### config.mk
export PLATFORM = sky130hd
export DESIGN_NAME = pgw_walker
export DESIGN_NICKNAME = d
export VERILOG_FILES = /design/src/rtl/pgw_pkg.sv /design/src/rtl/pgw_entry_addr.sv /design/src/rtl/pgw_pte_decode.sv /design/src/rtl/pgw_walk_fsm.sv /design/src/rtl/pgw_walker.sv
export SDC_FILE = /design/constraint.sdc
export NUM_CORES = 1
export LEC_CHECK = 0
export ABC_CLOCK_PERIOD_IN_PS = 4790
export BUFFER_PORTS_ARGS = -buffer_cell sky130_fd_sc_hd__buf_2
export CAP_MARGIN = 20
export CORE_UTILIZATION = 51
export DETAILED_ROUTE_END_ITERATION = 8
export MAX_ROUTING_LAYER = met4
export PLACE_DENSITY_LB_ADDON = 0.2
export SYNTH_ARGS = -nofsm -noshare
export SYNTH_HDL_FRONTEND = slang
export SYNTH_SLANG_ARGS = --single-unit
### constraint.sdc
create_clock -name clk -period 4.79 [get_ports clk]
set_input_delay 0.479 -clock clk [delete_from_list [all_inputs] [get_ports clk]]
set_output_delay 0.479 -clock clk [all_outputs]
set_load 0.005 [all_outputs]
### src/rtl/pgw_pkg.sv
package pgw_pkg;

    typedef enum logic [2:0] {
        ST_IDLE     = 3'd0,
        ST_FETCH_L1 = 3'd1,
        ST_WAIT_L1  = 3'd2,
        ST_FETCH_L2 = 3'd3,
        ST_WAIT_L2  = 3'd4,
        ST_DONE     = 3'd5
    } walk_state_t;

    localparam int unsigned WALK_LEVELS = 2;

endpackage

### src/rtl/pgw_entry_addr.sv
// Byte address of one table entry: table base plus index scaled by entry size.
module pgw_entry_addr #(
    parameter int ADDR_W = 32,
    parameter int IDX_W  = 10,
    parameter int SHIFT  = 2
) (
    input  logic [ADDR_W-1:0] tbl_base,
    input  logic [IDX_W-1:0]  idx,
    output logic [ADDR_W-1:0] entry_addr
);
    localparam int PAD_W = ADDR_W - IDX_W - SHIFT;

    assign entry_addr = tbl_base + {{PAD_W{1'b0}}, idx, {SHIFT{1'b0}}};
endmodule

### src/rtl/pgw_pte_decode.sv
// Splits a fetched table entry into valid bit, frame number and low flag bits.
module pgw_pte_decode #(
    parameter int PTE_W = 32,
    parameter int OFF_W = 12,
    parameter int PN_W  = 20
) (
    input  logic [PTE_W-1:0] pte,
    output logic             pte_valid,
    output logic [PN_W-1:0]  pte_frame,
    output logic [OFF_W-1:0] pte_flags
);
    assign pte_valid = pte[0];
    assign pte_frame = pte[OFF_W +: PN_W];
    assign pte_flags = pte[OFF_W-1:0];
endmodule

### src/rtl/pgw_walk_fsm.sv
// Walk sequencer: state register and next-state logic.
module pgw_walk_fsm
    import pgw_pkg::*;
(
    input  logic        clk,
    input  logic        rst_n,
    input  logic        req_fire,
    input  logic        mem_fire,
    input  logic        rsp_valid,
    input  logic        pte_valid,
    output walk_state_t state
);
    walk_state_t state_nx;

    always_ff @(posedge clk) begin
        if (!rst_n) state <= ST_IDLE;
        else        state <= state_nx;
    end

    always_comb begin
        state_nx = state;
        unique case (state)
            ST_IDLE:     if (req_fire)  state_nx = ST_FETCH_L1;
            ST_FETCH_L1: if (mem_fire)  state_nx = ST_WAIT_L1;
            ST_WAIT_L1:  if (rsp_valid) state_nx = pte_valid ? ST_FETCH_L2 : ST_DONE;
            ST_FETCH_L2: if (mem_fire)  state_nx = ST_WAIT_L2;
            ST_WAIT_L2:  if (rsp_valid) state_nx = ST_DONE;
            ST_DONE:                    state_nx = ST_IDLE;
            default:                    state_nx = ST_IDLE;
        endcase
    end
endmodule

### src/rtl/pgw_walker.sv
// Two-level page table walker top.
module pgw_walker #(
    parameter int ADDR_W = 32,
    parameter int OFF_W  = 12,
    parameter int IDX_W  = 10,
    parameter int PTE_W  = 32
) (
    input  logic              clk,
    input  logic              rst_n,
    input  logic [ADDR_W-1:0] root_base,
    input  logic              req_valid,
    output logic              req_ready,
    input  logic [ADDR_W-1:0] req_va,
    input  logic              req_write,
    output logic              mem_req_valid,
    input  logic              mem_req_ready,
    output logic [ADDR_W-1:0] mem_req_addr,
    input  logic              mem_rsp_valid,
    input  logic [PTE_W-1:0]  mem_rsp_data,
    output logic              res_done,
    output logic              res_fault,
    output logic              res_fault_lvl2,
    output logic [ADDR_W-1:0] res_pa,
    output logic [OFF_W-1:0]  res_flags,
    output logic              res_write
);
    import pgw_pkg::*;

    localparam int PN_W   = ADDR_W - OFF_W;
    localparam int SHIFT  = $clog2(PTE_W / 8);
    localparam int LEVELS = WALK_LEVELS;

    walk_state_t state;

    logic req_fire;
    logic mem_fire;
    assign req_fire = req_valid && req_ready;
    assign mem_fire = mem_req_valid && mem_req_ready;

    // Fetched-entry fields
    logic             pte_valid;
    logic [PN_W-1:0]  pte_frame;
    logic [OFF_W-1:0] pte_flags;

    pgw_pte_decode #(.PTE_W(PTE_W), .OFF_W(OFF_W), .PN_W(PN_W)) u_dec (
        .pte       (mem_rsp_data),
        .pte_valid (pte_valid),
        .pte_frame (pte_frame),
        .pte_flags (pte_flags)
    );

    pgw_walk_fsm u_fsm (
        .clk       (clk),
        .rst_n     (rst_n),
        .req_fire  (req_fire),
        .mem_fire  (mem_fire),
        .rsp_valid (mem_rsp_valid),
        .pte_valid (pte_valid),
        .state     (state)
    );

    // Walk context and result registers
    logic [ADDR_W-1:0] va_q;
    logic              wr_q;
    logic [ADDR_W-1:0] base_q;
    logic [ADDR_W-1:0] pa_q;
    logic [OFF_W-1:0]  flags_q;
    logic              fault_q;
    logic              lvl2_q;

    always_ff @(posedge clk) begin
        if (!rst_n) begin
            va_q    <= '0;
            wr_q    <= 1'b0;
            base_q  <= '0;
            pa_q    <= '0;
            flags_q <= '0;
            fault_q <= 1'b0;
            lvl2_q  <= 1'b0;
        end else begin
            case (state)
                ST_IDLE: begin
                    if (req_fire) begin
                        va_q    <= req_va;
                        wr_q    <= req_write;
                        base_q  <= root_base;
                        pa_q    <= '0;
                        flags_q <= '0;
                        fault_q <= 1'b0;
                        lvl2_q  <= 1'b0;
                    end
                end
                ST_WAIT_L1: begin
                    if (mem_rsp_valid) begin
                        if (pte_valid) begin
                            base_q <= {pte_frame, {OFF_W{1'b0}}};
                        end else begin
                            fault_q <= 1'b1;
                            lvl2_q  <= 1'b0;
                        end
                    end
                end
                ST_WAIT_L2: begin
                    if (mem_rsp_valid) begin
                        if (pte_valid) begin
                            pa_q    <= {pte_frame, va_q[OFF_W-1:0]};
                            flags_q <= pte_flags;
                        end else begin
                            fault_q <= 1'b1;
                            lvl2_q  <= 1'b1;
                        end
                    end
                end
                default: ;
            endcase
        end
    end

    // Entry addresses per level; the index field for level g sits above the
    // offset, most significant level first.
    logic [ADDR_W-1:0] lvl_addr [LEVELS];

    for (genvar g = 0; g < LEVELS; g++) begin : g_lvl
        pgw_entry_addr #(.ADDR_W(ADDR_W), .IDX_W(IDX_W), .SHIFT(SHIFT)) u_ea (
            .tbl_base   (base_q),
            .idx        (va_q[OFF_W + (LEVELS - 1 - g) * IDX_W +: IDX_W]),
            .entry_addr (lvl_addr[g])
        );
    end

    // Output process
    always_comb begin
        req_ready     = 1'b0;
        mem_req_valid = 1'b0;
        mem_req_addr  = '0;
        res_done      = 1'b0;
        unique case (state)
            ST_IDLE:     req_ready = 1'b1;
            ST_FETCH_L1: begin
                mem_req_valid = 1'b1;
                mem_req_addr  = lvl_addr[0];
            end
            ST_WAIT_L1:  ;
            ST_FETCH_L2: begin
                mem_req_valid = 1'b1;
                mem_req_addr  = lvl_addr[1];
            end
            ST_WAIT_L2:  ;
            ST_DONE:     res_done = 1'b1;
            default:     ;
        endcase
    end

    assign res_fault      = fault_q;
    assign res_fault_lvl2 = lvl2_q;
    assign res_pa         = pa_q;
    assign res_flags      = flags_q;
    assign res_write      = wr_q;

endmodule

==> results.md <==
- The max-capacitance violation count is 0.
- The number of antenna violations at the first check in global routing is 0.
- The final critical delay including setup and external delays is between 4000 and 5000 ps.
- The post-route cell area is 7224 um^2.
- The net count after synthesis is ~780.
- The number of register bits inferred by synthesis is approximately 110.
- The starting density of the core is 52.18%.
- In this run, the number of DRC markers left after iteration 0 of detailed routing was 312.
- The type of element launching the critical path is a register.
- After synthesis, the cell types taking the most area are sky130_fd_sc_hd__dfxtp_1 41%, sky130_fd_sc_hd__nand2_1 7.5%, sky130_fd_sc_hd__a21boi_0 6.0%.
- The fmax is 223.7 MHz.
- The logic gate share of total power is 13.7%.
- The number of different library cells used by synthesis comes to 51.
- The worst relative slew slack is between 20% and 30%.
- The proportion of layout cells with a drive suffix above 1 is 29.77%.
- The congestion estimate from routability-driven global placement came to just under 0.9.
- The final cycle utilization of the critical path is between 90% and 100%.
- The capturing element type of the critical path is an output port.
- The die is 107.1 um wide.
- Row generation in the floorplan step produced 38 rows.
- The synthesized area per cell is 8.418 um^2.
- For the worst flop-to-flop path, the logic depth is 8.
- The clock tree from TritonCTS is yes.
- The boundary pin count is between 150 and 200.
- The via count of the first global-routing pass came to 5041.
- The total design power is 2.701 mW.
- The first detailed-routing pass ran for 7 iterations.
- Sequential cells account for roughly two fifths of the total power.
- Counting the fill cells in the layout gives 906.
- The critical path starts at u_fsm.state[0]$_SDFFE_PN0P_.
- The maximum number of pins on one net before global-route repair is 70.
- The number of sinks driven by the clock tree is 114.
- The switching part of the total power is 27.15%.
- Counting flops with a built-in enable in the synthesized netlist gives 0.
- After detailed routing, the total wire length is 15580 um.
- The hold violation total from the final report is 0.
- Among all flip-flop cells after synthesis, the most frequent one is sky130_fd_sc_hd__dfxtp_1.
- The wire length of the first global-routing pass is about 25000 um.
- The number of vias per cell is 5.527.
- The relative area change from synthesis to final layout is 28.28%.
- The checks that failed: DRC.
- The classification of the worst-slack hold path is primary input to register.
- After clock tree synthesis, the clock-pin slew on the worst setup and hold paths is 60 ps.
- The total grt overflow is 0.
- For the worst setup path, the data arrival time is 3990 ps.
- Setup violations remaining at the end of the flow were counted as 0.
- Of all flip-flops after synthesis, the portion carrying an async set or reset was 0%.
- The capture point of the worst reg-to-reg path is base_q[1]$_SDFFE_PN0P_.
- After Yosys synthesis, full adders, half adders and majority gates account for 2.577% of the synthesized area.
- Setup repair after global routing left no endpoint under its margin.
- The placeable core region is 10790 um^2.
- In this run the register-to-register setup slack is 2370 ps.
- After Yosys synthesis, XOR and XNOR cells account for 3.577% of the synthesized area.
- The source-to-sink clock delay at the later pin of the worst-skew pair is 510 ps.
- The number of buffers created by CTS is 17.
- In this run the worst path has a maximum fanout of 10.
- The areal power density over the cells is 373.8 nW/um^2.
- The startpoint identified for the worst register-to-register timing path is u_fsm.state[0]$_SDFFE_PN0P_.
- During synthesis, Yosys emitted a total of 0 warnings.
- Synthesis produced a netlist whose cell count is between 600 and 700.
- Global routing used approximately 28% of the available tracks across all layers.
- After synthesis, the share of cell area in mux cells is about 2.0%.
- The top-area cell type share of the netlist area is 40.52%.
- The cell leakage power is 3.329 nW.
- The simple-gate portion of the synthesized area is between 20% and 30%.
- Detailed placement finished with a half-perimeter wire length of 10900 um.
- Clock skew on the completed layout was measured at 7.750 ps.
- Input and output buffers added on the ports amount to 183.
- Dividing the detail-routed wire length by the instance count gives 15.85 um.
- The flow ran to the end, but the final reports show violations.
- The number of buffers on the longest clock path is 2.
- The worst hold path begins at req_va[8].
- The sum of negative setup slack is 0 ps.
- The total number of H-tree levels is 4.
- The maximum vdd ir drop is 0.2115 mV.
- The part of the total power dissipated in the clock network is between 40 and 50%.
- The analysis attributes to net switching a power of 0.7332 mW.
- The data required time of the worst path is 4310 ps.
- The number of hold buffers added after CTS was 0.
- The critical path start-end classification is register to output port.
- The count of pins over their slew limit is 0.
- The antenna violation net count after detailed routing is 0.
- The dominant combinational cell family by area after synthesis is simple AND/OR/NAND/NOR gates.
- The antenna diode count is 0.
- The net total in the final layout is 943.
- The internal portion of the total power is around 2.0 mW.
- The DRC violations left is 1.
- The cell area that synthesis handed to floorplanning was 5632 um^2.
- Summing the areas of all compound-gate instances in the mapped netlist gives between 20 and 25% of the synthesized area.
- The worst hold path terminates at va_q[8]$_SDFFE_PN0P_.
- The biggest area contributor in the post-synthesis netlist is sky130_fd_sc_hd__dfxtp_1.
- The die covers 11470 um^2.
- The fraction of the yosys area taken by sequential cells is 40.52%.
- Detailed routing inserted a total of 5433 vias.
- The slew at the pin closest to its max-slew limit is 1069 ps.
- The vertical die dimension is 107.1 um.
- The cell at the root of the clock tree is sky130_fd_sc_hd__clkbuf_8.
- The worst hold path was traced through 3 stages.
- Once placement finished, the instance area stood at ~6600 um^2.
==> worst max-delay path: stages, from the launching register on <==
cell,delay [ps]
sky130_fd_sc_hd__dfxtp_1,490
sky130_fd_sc_hd__nand2b_1,120
sky130_fd_sc_hd__inv_1,220
sky130_fd_sc_hd__nand2_2,230
sky130_fd_sc_hd__mux2_2,330
sky130_fd_sc_hd__ha_1,230
sky130_fd_sc_hd__fa_1,450
sky130_fd_sc_hd__a21oi_1,160
sky130_fd_sc_hd__o21ai_0,170
sky130_fd_sc_hd__a311o_1,540
sky130_fd_sc_hd__nand4_1,160
sky130_fd_sc_hd__xor2_1,180
sky130_fd_sc_hd__nor2_1,50
sky130_fd_sc_hd__buf_2,130
==> layout make-up <==
| class | count | area [um^2] | share of cell area (%) |
|---|---|---|---|
| flip-flops and latches | 114 | 2283 | 31.61 |
| well taps | 140 | 175.2 | 2.425 |
| multi-input cells | 499 | 3134 | 43.38 |
| inverters | 6 | 22.52 | 0.3117 |
| repair buffers | 192 | 1003 | 13.89 |
| clock buffers | 18 | 427.9 | 5.923 |
| clock inverters | 14 | 177.7 | 2.459 |
==> per-stage QoR <==
step | setup slack (ps) | std cells | hold slack [ps] | utilization (%)
2_1_floorplan | 1191 | 669 | 436.3 | -
3_3_place_gp | 893.8 | 950 | 450.8 | 61.04
3_5_place_dp | 728.9 | 950 | 453.7 | 61.04
4_1_cts | 162.6 | 982 | 199.9 | 66.65
5_1_grt | 11.14 | 983 | 196.3 | 66.94
6_report | 319.2 | 983 | 215.7 | 66.94
==> layer usage <==
layer	global-route usage, %	up-vias	share of wire (%)
met2	47.10	226	48
met4	9.295	0	2.2
met1	33.85	2515	43
met3	5.836	29	7.0
li1	-	2663	-
met5	-	-	0
==> repair_timing <==
item / CTS / global route
gates resized for setup: 0 / 2
buffers inserted: 0 / 0
setup endpoints to repair: 0 / 10
==> synthesized netlist by cell type, types with 5 or more instances <==
cell type / instances
sky130_fd_sc_hd__nand3_1: 60
sky130_fd_sc_hd__a21boi_0: 45
sky130_fd_sc_hd__inv_1: 6
sky130_fd_sc_hd__nand2_1: 113
sky130_fd_sc_hd__mux2_2: 10
sky130_fd_sc_hd__ha_1: 10
sky130_fd_sc_hd__dfxtp_1: 114
sky130_fd_sc_hd__nand4_1: 7
sky130_fd_sc_hd__clkbuf_1: 34
sky130_fd_sc_hd__o211a_1: 21
sky130_fd_sc_hd__xnor2_1: 5
sky130_fd_sc_hd__o21ai_0: 12
sky130_fd_sc_hd__buf_2: 13
sky130_fd_sc_hd__nor2_1: 35
sky130_fd_sc_hd__a22oi_1: 44
sky130_fd_sc_hd__a21oi_1: 15
sky130_fd_sc_hd__and2_1: 7
sky130_fd_sc_hd__nor2b_1: 47
sky130_fd_sc_hd__xor2_1: 18
==> logic make-up after synthesis <==
family,after synthesis
muxes,10
AOI/OAI and AO/OA,164
buffers and inverters,56
DFF,114
and+or+nand+nor,291
xor gates and xnor gates,23
adders and majority gates,11
==> registers in the layout, summed over array words and instances (netlist names) <==
name / flops
base_q: 32
res_fault: 1
va_q: 32
res_pa: 32
res_flags: 12
res_write: 1
u_fsm.state: 3
res_fault_lvl2: 1
==> power by group through the flow <==
stage          clock (mW)  combinational (mW)  sequential, mW
2_1_floorplan           0               0.242            1.05
3_5_place_dp            0               0.362            1.07
4_1_cts              1.29               0.366            1.05
3_3_place_gp            0               0.355            1.07
5_1_grt              1.34               0.410            1.06
6_report             1.28               0.370            1.05
==> worst max-delay path by stage <==
stage          slack (ps)                to  depth (start not counted)
6_report              320  mem_req_addr[26]                         13
5_1_grt                10  mem_req_addr[30]                         13
4_1_cts               160  mem_req_addr[26]                         13
3_5_place_dp          730  mem_req_addr[26]                         13
3_3_place_gp          890  mem_req_addr[16]                         13
2_1_floorplan        1190  mem_req_addr[16]                         13
==> placed cells by master, fill, tap and decap left out, types with 12 or more instances in the layout <==
cell type	n
sky130_fd_sc_hd__nand3_1	60
sky130_fd_sc_hd__nor2_1	35
sky130_fd_sc_hd__clkbuf_16	16
sky130_fd_sc_hd__a21oi_1	15
sky130_fd_sc_hd__nand2_1	112
sky130_fd_sc_hd__xor2_1	18
sky130_fd_sc_hd__a21boi_0	45
sky130_fd_sc_hd__dfxtp_1	113
sky130_fd_sc_hd__a22oi_1	44
sky130_fd_sc_hd__o21ai_0	12
sky130_fd_sc_hd__nor2b_1	47
sky130_fd_sc_hd__o211a_1	21
sky130_fd_sc_hd__buf_2	183
(Power assumes the default switching activity.)
